--- src/rtl/ipv4_lpm_pkg.sv ---
package ipv4_lpm_pkg;
  localparam int ADDR_W = 32;
  localparam int LEN_W  = 6;
  localparam int TTL_W  = 8;

  typedef enum logic [1:0] {
    ACT_FWD   = 2'd0,
    ACT_BCAST = 2'd1,
    ACT_DROP  = 2'd2,
    ACT_RSVD  = 2'd3
  } act_e;

  // Leading-ones mask; shifts of 32 or more saturate to all ones.
  function automatic logic [ADDR_W-1:0] prefix_mask(input logic [LEN_W-1:0] len);
    return ~({ADDR_W{1'b1}} >> len);
  endfunction

  function automatic logic [LEN_W-1:0] clamp_len(input logic [LEN_W-1:0] len);
    return (len > LEN_W'(ADDR_W)) ? LEN_W'(ADDR_W) : len;
  endfunction
endpackage

--- src/rtl/lpm_rst_sync.sv ---
module lpm_rst_sync (
  input  logic clk,
  input  logic rst_n,
  output logic rst_q_n
);
  logic meta_q;

  always_ff @(posedge clk or negedge rst_n) begin
    if (!rst_n) begin
      meta_q  <= 1'b0;
      rst_q_n <= 1'b0;
    end else begin
      meta_q  <= 1'b1;
      rst_q_n <= meta_q;
    end
  end
endmodule

--- src/rtl/lpm_table.sv ---
module lpm_table import ipv4_lpm_pkg::*; #(
  parameter int N_ENTRIES = 8,
  parameter int PORT_W    = 4,
  localparam int IDX_W    = (N_ENTRIES > 1) ? $clog2(N_ENTRIES) : 1
) (
  input  logic              clk,
  input  logic              rst_n,
  input  logic              wr_en,
  input  logic [IDX_W-1:0]  wr_idx,
  input  logic              wr_valid,
  input  logic [ADDR_W-1:0] wr_prefix,
  input  logic [LEN_W-1:0]  wr_len,
  input  logic [1:0]        wr_act,
  input  logic [PORT_W-1:0] wr_port,
  output logic              ent_valid  [N_ENTRIES],
  output logic [ADDR_W-1:0] ent_prefix [N_ENTRIES],
  output logic [LEN_W-1:0]  ent_len    [N_ENTRIES],
  output logic [1:0]        ent_act    [N_ENTRIES],
  output logic [PORT_W-1:0] ent_port   [N_ENTRIES]
);
  for (genvar g = 0; g < N_ENTRIES; g++) begin : g_ent
    logic sel_en;
    assign sel_en = wr_en && (wr_idx == IDX_W'(g));

    always_ff @(posedge clk or negedge rst_n) begin
      if (!rst_n)      ent_valid[g] <= 1'b0;
      else if (sel_en) ent_valid[g] <= wr_valid;
    end

    always_ff @(posedge clk) begin
      if (sel_en) begin
        ent_prefix[g] <= wr_prefix;
        ent_len[g]    <= wr_len;
        ent_act[g]    <= wr_act;
        ent_port[g]   <= wr_port;
      end
    end
  end
endmodule

--- src/rtl/lpm_match.sv ---
module lpm_match import ipv4_lpm_pkg::*; #(
  parameter int N_ENTRIES = 8,
  localparam int IDX_W    = (N_ENTRIES > 1) ? $clog2(N_ENTRIES) : 1
) (
  input  logic [ADDR_W-1:0] key,
  input  logic              ent_valid  [N_ENTRIES],
  input  logic [ADDR_W-1:0] ent_prefix [N_ENTRIES],
  input  logic [LEN_W-1:0]  ent_len    [N_ENTRIES],
  output logic              hit,
  output logic [IDX_W-1:0]  hit_idx
);
  logic             cand    [N_ENTRIES];
  logic [LEN_W-1:0] eff_len [N_ENTRIES];

  for (genvar g = 0; g < N_ENTRIES; g++) begin : g_cmp
    logic [ADDR_W-1:0] mask;
    assign mask       = prefix_mask(ent_len[g]);
    assign eff_len[g] = clamp_len(ent_len[g]);
    assign cand[g]    = ent_valid[g] && ((key & mask) == (ent_prefix[g] & mask));
  end

  logic [LEN_W-1:0] best_len;

  // Strictly-greater update keeps the lowest index on equal lengths.
  always_comb begin
    hit      = 1'b0;
    hit_idx  = '0;
    best_len = '0;
    for (int i = 0; i < N_ENTRIES; i++) begin
      if (cand[i] && (!hit || (eff_len[i] > best_len))) begin
        hit      = 1'b1;
        hit_idx  = IDX_W'(i);
        best_len = eff_len[i];
      end
    end
  end
endmodule

--- src/rtl/lpm_action.sv ---
module lpm_action import ipv4_lpm_pkg::*; #(
  parameter int PORT_W = 4
) (
  input  logic              is_ipv4,
  input  logic [TTL_W-1:0]  ttl,
  input  logic              hit,
  input  logic [1:0]        act_raw,
  input  logic [PORT_W-1:0] ent_port,
  output logic [PORT_W-1:0] nxt_port,
  output logic              nxt_bcast,
  output logic              nxt_drop,
  output logic [TTL_W-1:0]  nxt_ttl
);
  act_e act;
  logic ttl_alive;

  assign act       = act_e'(act_raw);
  assign ttl_alive = (ttl > TTL_W'(1));

  always_comb begin
    nxt_port  = '0;
    nxt_bcast = 1'b0;
    nxt_drop  = 1'b1;
    nxt_ttl   = ttl;
    if (is_ipv4 && ttl_alive && hit) begin
      unique case (act)
        ACT_FWD: begin
          nxt_port = ent_port;
          nxt_drop = 1'b0;
          nxt_ttl  = ttl - TTL_W'(1);
        end
        ACT_BCAST: begin
          nxt_bcast = 1'b1;
          nxt_drop  = 1'b0;
          nxt_ttl   = ttl - TTL_W'(1);
        end
        default: ;
      endcase
    end
  end
endmodule

--- src/rtl/ipv4_lpm_stage.sv ---
module ipv4_lpm_stage import ipv4_lpm_pkg::*; #(
  parameter int N_ENTRIES = 8,
  parameter int PORT_W    = 4,
  localparam int IDX_W    = (N_ENTRIES > 1) ? $clog2(N_ENTRIES) : 1
) (
  input  logic              clk,
  input  logic              rst_n,
  input  logic              cfg_we,
  input  logic [IDX_W-1:0]  cfg_idx,
  input  logic              cfg_valid,
  input  logic [31:0]       cfg_prefix,
  input  logic [5:0]        cfg_len,
  input  logic [1:0]        cfg_act,
  input  logic [PORT_W-1:0] cfg_port,
  input  logic              in_valid,
  input  logic              in_is_ipv4,
  input  logic [31:0]       in_dst,
  input  logic [7:0]        in_ttl,
  output logic              out_valid,
  output logic [PORT_W-1:0] out_port,
  output logic              out_bcast,
  output logic              out_drop,
  output logic [7:0]        out_ttl
);
  logic rst_q_n;

  lpm_rst_sync u_rst (.clk(clk), .rst_n(rst_n), .rst_q_n(rst_q_n));

  logic              ent_valid  [N_ENTRIES];
  logic [ADDR_W-1:0] ent_prefix [N_ENTRIES];
  logic [LEN_W-1:0]  ent_len    [N_ENTRIES];
  logic [1:0]        ent_act    [N_ENTRIES];
  logic [PORT_W-1:0] ent_port   [N_ENTRIES];

  lpm_table #(.N_ENTRIES(N_ENTRIES), .PORT_W(PORT_W)) u_table (
    .clk(clk), .rst_n(rst_q_n),
    .wr_en(cfg_we), .wr_idx(cfg_idx), .wr_valid(cfg_valid),
    .wr_prefix(cfg_prefix), .wr_len(cfg_len), .wr_act(cfg_act), .wr_port(cfg_port),
    .ent_valid(ent_valid), .ent_prefix(ent_prefix), .ent_len(ent_len),
    .ent_act(ent_act), .ent_port(ent_port)
  );

  logic             hit;
  logic [IDX_W-1:0] hit_idx;

  lpm_match #(.N_ENTRIES(N_ENTRIES)) u_match (
    .key(in_dst), .ent_valid(ent_valid), .ent_prefix(ent_prefix),
    .ent_len(ent_len), .hit(hit), .hit_idx(hit_idx)
  );

  logic [PORT_W-1:0] nxt_port;
  logic              nxt_bcast, nxt_drop;
  logic [TTL_W-1:0]  nxt_ttl;

  lpm_action #(.PORT_W(PORT_W)) u_action (
    .is_ipv4(in_is_ipv4), .ttl(in_ttl), .hit(hit),
    .act_raw(ent_act[hit_idx]), .ent_port(ent_port[hit_idx]),
    .nxt_port(nxt_port), .nxt_bcast(nxt_bcast), .nxt_drop(nxt_drop), .nxt_ttl(nxt_ttl)
  );

  always_ff @(posedge clk or negedge rst_q_n) begin
    if (!rst_q_n) out_valid <= 1'b0;
    else          out_valid <= in_valid;
  end

  always_ff @(posedge clk) begin
    if (in_valid) begin
      out_port  <= nxt_port;
      out_bcast <= nxt_bcast;
      out_drop  <= nxt_drop;
      out_ttl   <= nxt_ttl;
    end
  end
endmodule

--- config.mk ---
export PLATFORM = sky130hd
export DESIGN_NAME = ipv4_lpm_stage
export DESIGN_NICKNAME = d
export VERILOG_FILES = /design/src/rtl/ipv4_lpm_pkg.sv /design/src/rtl/lpm_rst_sync.sv /design/src/rtl/lpm_table.sv /design/src/rtl/lpm_match.sv /design/src/rtl/lpm_action.sv /design/src/rtl/ipv4_lpm_stage.sv
export SDC_FILE = /design/constraint.sdc
export NUM_CORES = 1
export LEC_CHECK = 0
export CORE_MARGIN = 1.5
export CORE_UTILIZATION = 45
export CTS_BUF_LIST = sky130_fd_sc_hd__clkbuf_8
export DETAILED_ROUTE_END_ITERATION = 10
export HOLD_SLACK_MARGIN = 0.12
export PLACE_DENSITY = 0.65
export SLEW_MARGIN = 10
export SYNTH_ARGS = -nofsm -noshare
export SYNTH_HDL_FRONTEND = slang
export SYNTH_SLANG_ARGS = --single-unit
--- constraint.sdc ---
create_clock -name clk -period 0.8 [get_ports clk]
set_input_delay 0.12 -clock clk [delete_from_list [all_inputs] [get_ports clk]]
set_output_delay 0.12 -clock clk [all_outputs]
set_load 0.01 [all_outputs]
==> results.json <==
{
  "drv_cap": 0,
  "startpoint_type": "register",
  "ant_nets": 0,
  "clock_path_buffers": 3,
  "ctsHoldBuffers": 2,
  "end_kind": "register",
  "overflow": 0,
  "vdd_drop_max_uv": 1670,
  "netlist_area_um2": 19800,
  "finalWirelength_um": 71700,
  "period_share_pct": 1810,
  "area_growth_pct": 38.4,
  "avgSynthCellArea_um2": 12.0,
  "r2r_setup_slack_ns": -13.71,
  "grt_pass1_vias": 15960,
  "leakagePower_nw": 10.6,
  "grt_max_degree": 34,
  "drc": 0,
  "cts-root-buf": "clkbuf_8",
  "coreArea_um2": 43300,
  "fmax_mhz": 68.9,
  "cpPeakStageDelay_ns": 0.58,
  "cts.reportedPaths.clkPinSlew_ns": 0.06,
  "gp_congestion": 1.02,
  "rsz0062_at_grt": "yes",
  "row_count": 76,
  "crit_top_cell": "o21a_1",
  "multi_input_area_um2": 8530,
  "die_w_um": 213,
  "power.density_nw_per_um2": 1730,
  "cp_max_fo": 7,
  "grt_usage_pct": 31.9,
  "ys.flop_type": "edfxtp_1",
  "layout-drive-gt1-share_pct": 33.2,
  "p_total_w": 0.0475,
  "nets": 2383,
  "synth_seq_cells": 377,
  "reg2regPathDepth": 76,
  "fin_skew_ns": 0.0502,
  "port_buffers": 107,
  "relSlewSlack_pct": 47.0,
  "wl_per_cell_um": 24.8,
  "yosysTopAreaCell": "edfxtp_1",
  "ios": 108,
  "slew_violations": 0,
  "cts_htree_levels": 3,
  "tightest_slew_ns": 0.775,
  "hold_path.class": "input pin to register",
  "syn_inst": 1656,
  "cts-buffers-inserted": 69,
  "worstSetupPathDepth": 76,
  "synth.top_cell.area_share_pct": 55.4,
  "cts_tree": "built",
  "ys_types": 84,
  "first_pass_iters": 8,
  "hold_viol_final": 0,
  "regToRegStartpoint": "u_table.ent_len[47]",
  "final_common_cell": "buf_4",
  "criticalPathCategory": "register to register",
  "synth_nets": 1793,
  "drtIter0Drc": 2049,
  "yosys-top-cells-area": "edfxtp_1, xnor2_1, xor2_1, ha_1, a21oi_1",
  "seq_area_um2": 11300,
  "violations": "setup timing",
  "critical_path_required_ns": 1.17,
  "crit_path_start": "u_table.ent_len[47]",
  "vias_per_cell": 5.69,
  "dp_hpwl_um": 53700,
  "seq_area_frac_synth_pct": 56.8,
  "mostFrequentLayoutCells": "buf_4, edfxtp_1, xnor2_1",
  "utilization_pct": 63.4,
  "synthArstFlopShare_pct": 2.92,
  "die_area_um2": 45300,
  "status": "finished with violations",
  "crit_family": "compound AO/OA/AOI/OAI gates",
  "grt_pass1_wl_um": 102000,
  "synth-edff-count": 366,
  "period_minus_slack_ns": 14.51,
  "die_h_um": 213,
  "dr_total_vias": 16418,
  "clk_latency_ns": 0.67,
  "crit_buf_inv": 4,
  "critPathSlowestCell": "or4_4",
  "nFillCells": 3415,
  "antenna_found_initial": 1,
  "arrival_ns": 14.88,
  "r2r-end": "out_ttl[3]",
  "cp-endpoint": "out_ttl[3]",
  "finalSetupViolCount": 34,
  "start_util_pct": 45.8,
  "clock_sink_count": 377,
  "layout_setup_ws_ns": -13.71,
  "yosysWarningCount": 0
}
[metrics by stage]
stage / setup slack [ns] / TNS [ns] / instances / instance area, um2 / hold WS (ns)
6_report: -13.71 / -197.87 / 2885 / 27500 / 0.0884
5_1_grt: -14.41 / -208.78 / 2884 / 27400 / 0.0689
2_1_floorplan: -13.55 / -430.57 / 1656 / 20200 / -0.176
4_1_cts: -13.56 / -196.73 / 2864 / 27000 / -0.0160
3_5_place_dp: -13.82 / -564.69 / 2715 / 25400 / 0.156
3_3_place_gp: -13.48 / -553.77 / 2715 / 25400 / 0.155
[logic make-up after synthesis]
family / count (synthesis) / share of synthesized area [%]
XOR/XNOR: 262 / 11.6
AO/OA/AOI/OAI: 389 / 13.2
flip-flops: 377 / 56.8
AND/OR/NAND/NOR: 382 / 9.82
buffers and inverters: 152 / 3.10
adder cells (fa/ha/maj): 51 / 3.13
multiplexers: 42 / 2.33
other: 1 / 0.0189
[worst register-to-register path, delay by kind of cell (launching register included)]
kind                       cells  cell delay (ns)
muxes                          5             1.69
and+or+nand+nor               19             3.29
buffers and inverters          4             0.54
adders and majority gates      7             1.59
xor gates and xnor gates       1             0.11
AOI/OAI and AO/OA             40             6.61
DFF                            1             0.41
[final cells by class]
| class | instances | share of cell area, % |
|---|---|---|
| diodes | 1 | 0.00912 |
| clock buffers | 77 | 3.86 |
| clock inverters | 47 | 0.957 |
| inverters | 50 | 0.684 |
| multi-input cells | 1127 | 31.1 |
| flip-flops and latches | 377 | 41.1 |
| well taps | 585 | 2.67 |
| repair buffers | 621 | 19.7 |
[registers in the layout, summed over array words and instances (netlist names), 4 cells and up]
name                cells
out_port                4
out_ttl                 8
u_table.ent_act        16
u_table.ent_len        48
u_table.ent_port       32
u_table.ent_prefix    256
u_table.ent_valid       8
[cell usage after synthesis (all sizes together), types with 12 or more instances]
library cell,count
nor3,40
nor2,84
mux2,33
xor2,123
nand3b,16
ha,44
a31oi,17
nand3,29
o211ai,14
inv,50
nor4,13
a21oi,84
buf,23
or2,12
o21a,28
a21o,28
o31ai,14
nand2b,13
nand4,18
nor2b,17
o22ai,17
a22oi,13
o21ai,83
clkbuf,79
xnor2,139
edfxtp,366
nand2,94
[layer usage]
metal  part of all wire, %  up-vias  global-route usage (%)
li1                      -     7374                       -
met1                    41     7932                    43.3
met2                    43      913                    47.0
met3                   9.0      199                    6.07
met4                   7.2        0                    20.2
met5                     0        -                       0
[power by group]
part / leakage [nW] / switching, W / internal (W)
Sequential: 3.46 / 0.000380 / 0.0225
Clock: 0.747 / 0.00827 / 0.00948
Combinational: 6.35 / 0.00371 / 0.00316
[worst min-delay path by stage]
stage                   from                       to  slack (ns)  cells past startpoint
5_1_grt           cfg_idx[1]  u_table.ent_prefix[181]        0.07                      4
3_5_place_dp   u_rst.rst_q_n                out_valid        0.16                      1
3_3_place_gp   u_rst.rst_q_n                out_valid        0.16                      1
4_1_cts           cfg_idx[1]  u_table.ent_prefix[216]       -0.02                      3
2_1_floorplan          rst_n             u_rst.meta_q       -0.18                      0
6_report          cfg_idx[1]  u_table.ent_prefix[181]        0.09                      4
[timing repair]
action | 4_1_cts | 5_1_grt
endpoints found under the hold margin | 35 | 6
setup buffers | 23 | 19
gates resized for setup | 92 | 61
endpoints found under the setup margin | 382 | 83
pin swaps | 42 | 47
gates cloned | 2 | 3
Note: power is estimated with default switching activity, not from simulation.
